--- src/rtl/bsplit_pkg.sv ---
`timescale 1ns/1ps
package bsplit_pkg;

   typedef enum logic [0:0] {
      BS_IDLE = 1'b0,
      BS_RUN  = 1'b1
   } bs_state_e;

   localparam int DEF_EXT_W = 28;
   localparam int DEF_BUF_W = 20;
   localparam int DEF_CNT_W = 8;
   localparam int DEF_SZ_W  = 4;
   localparam int DEF_LEN_W = 24;

endpackage

--- src/rtl/bsplit_total.sv ---
`timescale 1ns/1ps
// Converts element count and size exponent into a byte total with a
// staged shifter: one conditional shift stage per exponent bit.
module bsplit_total #(
   parameter int CNT_W = bsplit_pkg::DEF_CNT_W,
   parameter int SZ_W  = bsplit_pkg::DEF_SZ_W,
   parameter int LEN_W = bsplit_pkg::DEF_LEN_W
) (
   input  logic [CNT_W-1:0] xfer_cnt,
   input  logic [SZ_W-1:0]  elem_log2,
   output logic [LEN_W-1:0] total_len
);
   localparam int MAX_SHIFT = (1 << SZ_W) - 1;
   localparam int NEED_W    = CNT_W + 1 + MAX_SHIFT;

   initial begin
      assert (LEN_W >= NEED_W)
         else $error("bsplit_total: LEN_W %0d too small, need %0d", LEN_W, NEED_W);
   end

   logic [CNT_W:0]   n_elem;
   logic [LEN_W-1:0] stage [SZ_W+1];

   // a zero count stands for the full 2^CNT_W elements
   always_comb begin
      if (xfer_cnt == '0) n_elem = {1'b1, {CNT_W{1'b0}}};
      else                n_elem = {1'b0, xfer_cnt};
   end

   assign stage[0] = LEN_W'(n_elem);

   for (genvar s = 0; s < SZ_W; s++) begin : g_shift
      assign stage[s+1] = elem_log2[s] ? (stage[s] << (1 << s)) : stage[s];
   end

   assign total_len = stage[SZ_W];

endmodule

--- src/rtl/bsplit_cap.sv ---
`timescale 1ns/1ps
// Chunk length selection: remaining bytes against requester cap and
// the overhead-reduced, direction-scaled device budget.
module bsplit_cap #(
   parameter int LEN_W      = bsplit_pkg::DEF_LEN_W,
   parameter int OVH_BYTES  = 8,
   parameter bit SLOW_WR_EN = 1'b1
) (
   input  logic [LEN_W-1:0] remain,
   input  logic [LEN_W-1:0] rq_cap,
   input  logic [LEN_W-1:0] dv_cap,
   input  logic             is_wr,
   input  logic             wr_slow,
   output logic [LEN_W-1:0] chunk_len
);
   localparam logic [LEN_W-1:0] OVH = LEN_W'(OVH_BYTES);
   localparam logic [LEN_W-1:0] ONE = LEN_W'(1);

   initial begin
      assert (OVH_BYTES >= 0 && OVH_BYTES < (1 << (LEN_W - 1)))
         else $error("bsplit_cap: OVH_BYTES %0d out of range", OVH_BYTES);
   end

   logic [LEN_W-1:0] dev_net;
   logic [LEN_W-1:0] dev_dir;
   logic [LEN_W-1:0] dev_lim;
   logic [LEN_W-1:0] rq_lim;
   logic [LEN_W-1:0] cap_min;

   // command and latency time removed from the budget
   always_comb begin
      if (dv_cap > OVH) dev_net = dv_cap - OVH;
      else              dev_net = ONE;
   end

   if (SLOW_WR_EN) begin : g_slow_wr
      logic [LEN_W-1:0] halved;
      always_comb begin
         halved = dev_net >> 1;
         if (halved == '0) halved = ONE;
         dev_dir = (is_wr && wr_slow) ? halved : dev_net;
      end
   end else begin : g_even_rate
      logic unused_dir;
      assign unused_dir = is_wr ^ wr_slow;
      assign dev_dir    = dev_net;
   end

   always_comb begin
      dev_lim = (dv_cap == '0) ? '1 : dev_dir;
      rq_lim  = (rq_cap == '0) ? '1 : rq_cap;
      cap_min = (rq_lim < dev_lim) ? rq_lim : dev_lim;
      chunk_len = (remain < cap_min) ? remain : cap_min;
   end

endmodule

--- src/rtl/bsplit_seq.sv ---
`timescale 1ns/1ps
// Request capture, address/length bookkeeping and chunk handshake.
module bsplit_seq import bsplit_pkg::*; #(
   parameter int EXT_W = DEF_EXT_W,
   parameter int BUF_W = DEF_BUF_W,
   parameter int LEN_W = DEF_LEN_W
) (
   input  logic             clk,
   input  logic             rst_n,
   input  logic             req_valid,
   output logic             req_ready,
   input  logic [EXT_W-1:0] req_ext,
   input  logic [BUF_W-1:0] req_buf,
   input  logic [LEN_W-1:0] req_total,
   input  logic [LEN_W-1:0] req_rcap,
   input  logic [LEN_W-1:0] req_dcap,
   input  logic             req_wr,
   input  logic             req_slow,
   output logic [LEN_W-1:0] q_rem,
   output logic [LEN_W-1:0] q_rcap,
   output logic [LEN_W-1:0] q_dcap,
   output logic             q_wr,
   output logic             q_slow,
   input  logic [LEN_W-1:0] cur_len,
   output logic             chunk_valid,
   input  logic             chunk_ready,
   output logic [EXT_W-1:0] chunk_ext_addr,
   output logic [BUF_W-1:0] chunk_buf_addr,
   output logic             chunk_last,
   output logic             done
);
   initial begin
      assert (EXT_W >= LEN_W)
         else $error("bsplit_seq: EXT_W %0d below LEN_W %0d", EXT_W, LEN_W);
      assert (BUF_W > 0)
         else $error("bsplit_seq: BUF_W must be positive");
   end

   bs_state_e        state_q;
   logic [EXT_W-1:0] ext_q;
   logic [BUF_W-1:0] buf_q;
   logic [LEN_W-1:0] rem_q;
   logic [LEN_W-1:0] rcap_q;
   logic [LEN_W-1:0] dcap_q;
   logic             wr_q;
   logic             slow_q;
   logic             done_q;
   logic             running;
   logic             accept;
   logic             fire;
   logic             final_c;

   assign running = (state_q == BS_RUN);
   assign accept  = !running && req_valid;
   assign fire    = running && chunk_ready;
   assign final_c = (cur_len == rem_q);

   always_ff @(posedge clk or negedge rst_n) begin
      if (!rst_n) begin
         state_q <= BS_IDLE;
         ext_q   <= '0;
         buf_q   <= '0;
         rem_q   <= '0;
         rcap_q  <= '0;
         dcap_q  <= '0;
         wr_q    <= 1'b0;
         slow_q  <= 1'b0;
         done_q  <= 1'b0;
      end else begin
         done_q <= 1'b0;
         if (accept) begin
            ext_q   <= req_ext;
            buf_q   <= req_buf;
            rem_q   <= req_total;
            rcap_q  <= req_rcap;
            dcap_q  <= req_dcap;
            wr_q    <= req_wr;
            slow_q  <= req_slow;
            state_q <= BS_RUN;
         end else if (fire) begin
            ext_q <= ext_q + EXT_W'(cur_len);
            buf_q <= buf_q + BUF_W'(cur_len);
            rem_q <= rem_q - cur_len;
            if (final_c) begin
               state_q <= BS_IDLE;
               done_q  <= 1'b1;
            end
         end
      end
   end

   assign req_ready      = !running;
   assign chunk_valid    = running;
   assign chunk_ext_addr = ext_q;
   assign chunk_buf_addr = buf_q;
   assign chunk_last     = running && final_c;
   assign done           = done_q;
   assign q_rem          = rem_q;
   assign q_rcap         = rcap_q;
   assign q_dcap         = dcap_q;
   assign q_wr           = wr_q;
   assign q_slow         = slow_q;

   AST_LEN_NONZERO: assert property (@(posedge clk) disable iff (!rst_n)
      chunk_valid |-> (cur_len != '0) && (cur_len <= rem_q));

   AST_HOLD_STALL: assert property (@(posedge clk) disable iff (!rst_n)
      chunk_valid && !chunk_ready |=> chunk_valid && $stable(chunk_ext_addr)
         && $stable(chunk_buf_addr) && $stable(cur_len));

   AST_EXT_STEP: assert property (@(posedge clk) disable iff (!rst_n)
      chunk_valid && chunk_ready && !chunk_last |=>
         chunk_ext_addr == EXT_W'($past(chunk_ext_addr) + EXT_W'($past(cur_len))));

   AST_BUF_STEP: assert property (@(posedge clk) disable iff (!rst_n)
      chunk_valid && chunk_ready && !chunk_last |=>
         chunk_buf_addr == BUF_W'($past(chunk_buf_addr) + BUF_W'($past(cur_len))));

   AST_BUSY_BLOCKS: assert property (@(posedge clk) disable iff (!rst_n)
      chunk_valid |-> !req_ready);

   AST_DONE_FOLLOWS: assert property (@(posedge clk) disable iff (!rst_n)
      chunk_valid && chunk_ready && chunk_last |=> done && req_ready);

   AST_DONE_PULSE: assert property (@(posedge clk) disable iff (!rst_n)
      done |=> !done);

endmodule

--- src/rtl/burst_chunker.sv ---
`timescale 1ns/1ps
module burst_chunker #(
   parameter int EXT_W      = 28,
   parameter int BUF_W      = 20,
   parameter int CNT_W      = 8,
   parameter int SZ_W       = 4,
   parameter int LEN_W      = 24,
   parameter int OVH_BYTES  = 8,
   parameter bit SLOW_WR_EN = 1'b1
) (
   input  logic             clk,
   input  logic             rst_n,
   input  logic             req_valid,
   output logic             req_ready,
   input  logic [EXT_W-1:0] req_ext_addr,
   input  logic [BUF_W-1:0] req_buf_addr,
   input  logic [CNT_W-1:0] req_count,
   input  logic [SZ_W-1:0]  req_size,
   input  logic [LEN_W-1:0] req_cap,
   input  logic [LEN_W-1:0] dev_cap,
   input  logic             req_write,
   input  logic             wr_half_rate,
   output logic             chunk_valid,
   input  logic             chunk_ready,
   output logic [EXT_W-1:0] chunk_ext_addr,
   output logic [BUF_W-1:0] chunk_buf_addr,
   output logic [LEN_W-1:0] chunk_len,
   output logic             chunk_last,
   output logic             done
);
   logic [LEN_W-1:0] total_len;
   logic [LEN_W-1:0] q_rem;
   logic [LEN_W-1:0] q_rcap;
   logic [LEN_W-1:0] q_dcap;
   logic             q_wr;
   logic             q_slow;
   logic [LEN_W-1:0] sel_len;

   bsplit_total #(
      .CNT_W (CNT_W),
      .SZ_W  (SZ_W),
      .LEN_W (LEN_W)
   ) u_total (
      .xfer_cnt  (req_count),
      .elem_log2 (req_size),
      .total_len (total_len)
   );

   bsplit_seq #(
      .EXT_W (EXT_W),
      .BUF_W (BUF_W),
      .LEN_W (LEN_W)
   ) u_seq (
      .clk            (clk),
      .rst_n          (rst_n),
      .req_valid      (req_valid),
      .req_ready      (req_ready),
      .req_ext        (req_ext_addr),
      .req_buf        (req_buf_addr),
      .req_total      (total_len),
      .req_rcap       (req_cap),
      .req_dcap       (dev_cap),
      .req_wr         (req_write),
      .req_slow       (wr_half_rate),
      .q_rem          (q_rem),
      .q_rcap         (q_rcap),
      .q_dcap         (q_dcap),
      .q_wr           (q_wr),
      .q_slow         (q_slow),
      .cur_len        (sel_len),
      .chunk_valid    (chunk_valid),
      .chunk_ready    (chunk_ready),
      .chunk_ext_addr (chunk_ext_addr),
      .chunk_buf_addr (chunk_buf_addr),
      .chunk_last     (chunk_last),
      .done           (done)
   );

   bsplit_cap #(
      .LEN_W      (LEN_W),
      .OVH_BYTES  (OVH_BYTES),
      .SLOW_WR_EN (SLOW_WR_EN)
   ) u_cap (
      .remain    (q_rem),
      .rq_cap    (q_rcap),
      .dv_cap    (q_dcap),
      .is_wr     (q_wr),
      .wr_slow   (q_slow),
      .chunk_len (sel_len)
   );

   assign chunk_len = sel_len;

   AST_REQ_CAP: assert property (@(posedge clk) disable iff (!rst_n)
      chunk_valid && (q_rcap != '0) |-> chunk_len <= q_rcap);

   AST_DEV_BUDGET: assert property (@(posedge clk) disable iff (!rst_n)
      chunk_valid && (q_dcap > LEN_W'(OVH_BYTES)) |->
         chunk_len <= q_dcap - LEN_W'(OVH_BYTES));

endmodule

--- config.mk ---
export PLATFORM = sky130hd
export DESIGN_NAME = burst_chunker
export DESIGN_NICKNAME = d
export VERILOG_FILES = /design/src/rtl/bsplit_pkg.sv /design/src/rtl/bsplit_total.sv /design/src/rtl/bsplit_cap.sv /design/src/rtl/bsplit_seq.sv /design/src/rtl/burst_chunker.sv
export SDC_FILE = /design/constraint.sdc
export NUM_CORES = 1
export LEC_CHECK = 0
export ABC_AREA = 1
export ABC_CLOCK_PERIOD_IN_PS = 8900
export BUFFER_PORTS_ARGS = -buffer_cell sky130_fd_sc_hd__buf_2
export CORE_MARGIN = 1.5
export CORE_UTILIZATION = 40
export CTS_CLUSTER_SIZE = 12
export DETAILED_ROUTE_END_ITERATION = 8
export HOLD_SLACK_MARGIN = 0.03
export PLACE_DENSITY = 0.6
export SLEW_MARGIN = 40
export SYNTH_ARGS = -nofsm -noshare
export SYNTH_HDL_FRONTEND = slang
export SYNTH_HIERARCHICAL = 1
export SYNTH_SLANG_ARGS = --single-unit
--- constraint.sdc ---
create_clock -name clk -period 8.9 [get_ports clk]
set_clock_uncertainty 0.1 [all_clocks]
set_input_delay 0.445 -clock clk [delete_from_list [all_inputs] [get_ports clk]]
set_output_delay 0.445 -clock clk [all_outputs]
set_load 0.1 [all_outputs]
Word level (Yosys, flattened, before mapping)
Index checks and enable logic that the tools add are counted.
{"block": "classes", "addsub": 4, "order_cmp": 3, "eq_ne": 1, "mux": 24, "n_reduce_logical": 12}
{"operator": "$mux 24", "count": 11}
{"operator": "$logic_not 24->1", "count": 3}
{"operator": "$mux 28", "count": 2}
{"operator": "$lt 24x24->1", "count": 2}
{"operator": "$mux 20", "count": 2}
{"operator": "$add 28x24->28", "count": 1}
{"operator": "$eq 24x24->1", "count": 1}
{"operator": "$gt 24x4->1 const B", "count": 1}
{"operator": "$sub 24x24->24", "count": 1}
{"operator": "$sub 24x4->24 const B", "count": 1}
{"operator": "$mux 23", "count": 1}
{"operator": "$add 20x20->20", "count": 1}
{"operator": "$mux 10", "count": 1}
{"operator": "$mux 9", "count": 1}
{"operator": "$logic_not 8->1", "count": 1}
{"operator": "$mux 1", "count": 6}
{"operator": "$logic_and 1x1->1", "count": 4}
{"operator": "$reduce_bool 2->1", "count": 2}
{"operator": "$reduce_and 2->1", "count": 1}
{"operator": "$logic_not 1->1", "count": 1}
{"block": "totals", "regBits": 124, "inputBits": 114}

Longest topological paths before layout
{"block": "logic_depth", "ltp_word": 14, "ltp_mapped": 55, "depth_no_buf": 54}

Modules after synthesis
Netlist, hierarchy kept.
{"mod": "bsplit_seq", "instances": 1, "cells_each": 1613, "area_each_um2": 10028.4, "seq_area_each_um2": 3103.0}
{"mod": "bsplit_cap", "instances": 1, "cells_each": 604, "area_each_um2": 3042.9, "seq_area_each_um2": 0.0}
{"mod": "bsplit_total", "instances": 1, "cells_each": 127, "area_each_um2": 593.1, "seq_area_each_um2": 0.0}

Worst setup path after synthesis
Ideal clock, no wire load.
{"block": "synth_path", "kind": "reg-to-output", "start": "reg u_seq.dcap_q[5] (netlist: u_seq/q_dcap[5])", "end": "out chunk_last", "t_arrival_ps": 7064, "slack_ps": 1291, "path_stages_with_launch": 40, "path_buffers": 3, "path_cell_list": "dfrtp_1 nor2_1 nand2_1 nor2_1 nand2_1 nor2_1 clkbuf_1 nor3_1 ha_1 a21oi_1 o21ai_0 nand3_1 nand2_1 nand2_1 a21oi_1 a211oi_1 nand2_2 inv_1 [4 not listed] a21oi_1 o21ai_0 nand3_1 a21oi_1 a211oi_1 nor2_1 a211oi_1 clkbuf_1 nand3_1 nand2_1 inv_1 ha_1 nand2_2 nor2_1 nand3_1 nor4_1 nand2_1 inv_2"}
{"block": "synth_between", "elab_chain_cells": 12, "elab_cells_between_ends": 14, "classes_between": "add/sub (1); order compare (3); eq/ne (1); mux (6); reduce/logical (3)"}
{"item": "from (decl)", "line": "bsplit_seq.sv:44", "source": "logic [LEN_W-1:0] dcap_q;"}
{"item": "from (signal assigned)", "line": "bsplit_seq.sv:76", "source": "dcap_q <= req_dcap;"}
{"item": "$sub 24x4->24 or $gt 24x4->1 (tied branches)", "line": "bsplit_cap.sv:32", "source": "if (dv_cap > OVH) dev_net = dv_cap - OVH;"}
{"item": "$mux 24", "line": "bsplit_cap.sv:32"}
{"item": "$logic_not 24->1", "line": "bsplit_cap.sv:40", "source": "if (halved == '0) halved = ONE;"}
{"item": "$mux 23", "line": "bsplit_cap.sv:40"}
{"item": "$mux 24", "line": "bsplit_cap.sv:41", "source": "dev_dir = (is_wr && wr_slow) ? halved : dev_net;"}
{"item": "$mux 24 (*)", "line": "bsplit_cap.sv:50", "source": "dev_lim = (dv_cap == '0) ? '1 : dev_dir;"}
{"item": "$lt 24x24->1", "line": "bsplit_cap.sv:52", "source": "cap_min = (rq_lim < dev_lim) ? rq_lim : dev_lim;"}
{"item": "$mux 24 (*)", "line": "bsplit_cap.sv:52"}
{"item": "$lt 24x24->1", "line": "bsplit_cap.sv:53", "source": "chunk_len = (remain < cap_min) ? remain : cap_min;"}
{"item": "$mux 24 (*)", "line": "bsplit_cap.sv:53"}
{"item": "via chunk_len[19]", "line": "burst_chunker.sv:27", "source": "output logic [LEN_W-1:0] chunk_len,"}
{"item": "$eq 24x24->1 (*)", "line": "bsplit_seq.sv:56", "source": "assign final_c = (cur_len == rem_q);"}
{"item": "$logic_and 1x1->1 (*)", "line": "bsplit_seq.sv:96", "source": "assign chunk_last = running && final_c;"}
{"item": "to (decl)", "line": "burst_chunker.sv:28", "source": "output logic chunk_last,"}
The timed path passes the listed nets; every way through them passes the cells marked *.

Worst setup path after layout
{"block": "layout_path", "start": "reg u_seq.dcap_q[18] (netlist: u_seq/q_dcap[18])", "end": "out chunk_last"}
{"block": "layout_between", "elab_chain_cells": 12, "elab_cells_between_ends": 14, "classes_between": "add/sub (1); order compare (3); eq/ne (1); mux (6); reduce/logical (3)"}
{"item": "$sub 24x4->24 or $gt 24x4->1 (tied branches)", "line": "bsplit_cap.sv:32"}
{"item": "$mux 24", "line": "bsplit_cap.sv:32"}
{"item": "$logic_not 24->1", "line": "bsplit_cap.sv:40"}
{"item": "$mux 23", "line": "bsplit_cap.sv:40"}
{"item": "$mux 24", "line": "bsplit_cap.sv:41"}
{"item": "$mux 24 (*)", "line": "bsplit_cap.sv:50"}
{"item": "$lt 24x24->1", "line": "bsplit_cap.sv:52"}
{"item": "$mux 24 (*)", "line": "bsplit_cap.sv:52"}
{"item": "$lt 24x24->1", "line": "bsplit_cap.sv:53"}
{"item": "$mux 24 (*)", "line": "bsplit_cap.sv:53"}
{"item": "$eq 24x24->1 (*)", "line": "bsplit_seq.sv:56"}
{"item": "$logic_and 1x1->1 (*)", "line": "bsplit_seq.sv:96"}
Every way passes the cells marked *; elsewhere a longest branch is shown, timed or not.

==> results.tsv <==
stage	metric	value	unit
status	status	completed	
grt	largest net degree at the start of global routing	73	
worst_setup_path	slowest stage cell, crit path	dfrtp_1	
grt	global-route wire length before repair	78400	um
timing	final hold vios	0	
worst_setup_path	Worst R2R Start	u_seq/q_dcap[18]	
timing	Fmax	121	MHz
clock_tree	Root Driver	clkbuf_16	
timing	RSZ-0062 raised after global routing	no	
clock_tree	CTS Buffer Depth	2	
finish	share of layout cells above drive strength 1	0.115	
worst_setup_path	R2R setup slack	1.20	ns
timing	Final Cycle Share	0.932	
synth	Synth top area share	0.246	
place	gpl congestion	1.02	
finish	Final Core Density	0.464	
worst_setup_path	critical path arrival	7.75	ns
finish	Syn-to-layout area delta	14.3	%
worst_setup_path	largest fanout on the critical path	25	
worst_setup_path	crit path capture	chunk_last	
worst_setup_path	CP max stage delay	0.42	ns
finish	# diodes	0	
clock_tree	H-tree level count	4	
synth	most common cell in the netlist	nand2_1	
worst_setup_path	critical path required time	8.36	ns
synth	commonest cells in the synthesized netlist	nand2_1, inv_1, nor2_1	
synth	Yosys cell types	41	
routing	Post-Route WL	50100	um
timing	slew margin rel.	0.460	
floorplan	Core ar.	33600	sq um
clock_tree	CTS tree	done	
floorplan	IO Pins	190	
grt	gr usage total	0.286	
synth	Area contributors post-synth	nand2_1, dfrtp_1, ha_1	
worst_setup_path	Crit Reg-Reg Endpoint	u_seq/chunk_ext_addr[18]	
timing	setup_tns	0	ns
finish	fill cell count	3719	
synth	Mapped Cells	2344	
worst_setup_path	CP dominant cell by count	nand2_1	
synth	synthesized flop and latch total	124	
hold_path	Hold Crit Class	input port to register	
place	port bufs	189	
floorplan	Die ar.	35300	sq um
synth	synthesized area per cell	5.83	sq um
floorplan	Die W	188	um
clock_tree	Num CTS Buffers	17	
floorplan	Rows	67	
synth	ys flop type	dfrtp_1	
routing	starting DRC count in detailed routing	1174	
finish	Nets	2731	
worst_setup_path	kind of start point of the critical path	register	
floorplan	Initial Utilization	0.406	
worst_setup_path	cell count of the worst reg-to-reg path	42	
routing	via count	15300	
floorplan	Die Span Y	188	um
clock_tree	Reg clk slew, reported paths	0.06	ns
worst_setup_path	nature of the critical path endpoint	output port	
clock_tree	post-CTS setup buffers	0	
timing	Least-Margin Pin Slew	0.810	ns
routing	drt pass-1 iters	6	
synth	asr flop ratio synth	1.00	
worst_setup_path	Setup Crit Path Kind	register to output port	
clock_tree	clock sink total	124	
timing	Min Clock Period, post-route	8.29	ns
synth	EDFF count, synth	0	
place	HPWL after DPL	39800	um
worst_setup_path	CP Launch Point	u_seq/q_dcap[18]	
synth	Yosys Warn Count	6	
timing	fin. max-slew vios	0	
run	Max Cap Viol	0	
timing	# setup viols final	0	
synth	syn_nets	2574	
synth	post-synthesis sequential area ratio	0.227	
clock_tree	clk_lat worst skew	0.45	ns
grt	initial antenna violation count	3	
routing	average wire per standard cell	16.9	um
synth	Post-Syn Area	13700	sq um
grt	GR Overflow Total	0	
routing	Final ANT Viol Nets	0	
synth	biggest area consumer among synthesized cells	nand2_1	
grt	vias in the first global route	14300	
routing	Vias/cell	5.16	
routing	drc violations	0	
metal layers:
metal  vias up  routed length [um]  global-route usage
met1      6976               23300               0.394
li1       7721                   -                   -
met4         6                1550               0.103
met3        78                3460              0.0550
met2       506               21700               0.444
met5         -                  42                   0
registers in the layout (all words and copies together) (netlist names):
signal / flops
u_seq/q_rcap: 24
u_seq/chunk_buf_addr: 20
u_seq/q_slow: 1
u_seq/q_wr: 1
u_seq/chunk_ext_addr: 28
u_seq/q_dcap: 24
u_seq/q_rem: 24
u_seq/chunk_valid: 1
u_seq/done: 1
placed cells by master, fill, tap and decap left out, types with 6 or more instances in the layout:
cell       instances
a21oi_1          127
and2_1             7
buf_2            187
buf_4             14
clkbuf_16         17
dfrtp_1          124
ha_1             113
inv_1            296
inv_2              6
nand2_1          896
nand2_2           10
nand3_1          167
nand4_1           28
nor2_1           266
nor2_2            11
nor3_1            23
nor4_1            10
o21ai_0           68
o21ai_1           40
o21bai_1          10
xor2_1            25
area by class of cell:
type | instances | area (sq um) | area share
Tap cell | 448 | 561 | 0.0359
Multi-Input combinational cell | 1849 | 9070 | 0.581
Inverter | 304 | 1140 | 0.0733
Sequential cell | 124 | 3100 | 0.199
Timing Repair Buffer | 205 | 1080 | 0.0692
Clock buffer | 18 | 439 | 0.0281
Clock inverter | 14 | 218 | 0.0139
cell families after synthesis:
group / after synthesis / synth area share
AOI/OAI and AO/OA: 259 / 0.0998
xor gates and xnor gates: 29 / 0.0186
and+or+nand+nor: 1444 / 0.436
DFF: 124 / 0.227
buffers and inverters: 371 / 0.110
muxes: 1 / 0.000733
adders and majority gates: 116 / 0.108
timing repair:
action / CTS / global route
hold buffers: 1 / 0
setup endpoints to repair: 0 / 1
hold endpoints to repair: 63 / 0
gates resized for setup: 0 / 1
critical path, delay by kind of cell (launching register included):
kind	cells	cell delay, ns
AOI/OAI and AO/OA	3	0.54
buffers and inverters	7	1.02
and+or+nand+nor	25	4.30
adders and majority gates	3	0.97
DFF	1	0.42
stage by stage:
| stage | instances | setup slack [ns] | hold slack, ns | cell area (sq um) |
|---|---|---|---|---|
| 2_1_floorplan | 2344 | 1.29 | 0.0494 | 13700 |
| 3_3_place_gp | 2929 | 1.09 | 0.363 | 14900 |
| 3_5_place_dp | 2929 | 1.13 | 0.369 | 14900 |
| 4_1_cts | 2962 | 0.604 | 0.0700 | 15600 |
| 5_1_grt | 2962 | 0.0543 | 0.0801 | 15600 |
| 6_report | 2962 | 0.609 | 0.0845 | 15600 |
worst min path at each step:
| stage | start | slack, ns | cells after the start | end |
|---|---|---|---|---|
| 2_1_floorplan | rst_n | 0.05 | 0 | u_seq/chunk_buf_addr[0] |
| 4_1_cts | req_cap[9] | 0.07 | 3 | u_seq/q_rcap[9] |
| 3_3_place_gp | u_seq/q_slow | 0.36 | 2 | u_seq/q_slow |
| 3_5_place_dp | rst_n | 0.37 | 1 | u_seq/chunk_buf_addr[4] |
| 5_1_grt | req_cap[2] | 0.08 | 3 | u_seq/q_rcap[2] |
| 6_report | req_cap[9] | 0.08 | 3 | u_seq/q_rcap[9] |
Power is not shown: default switching activity piles up to over one toggle a cycle in this logic, so the estimate is an artifact.
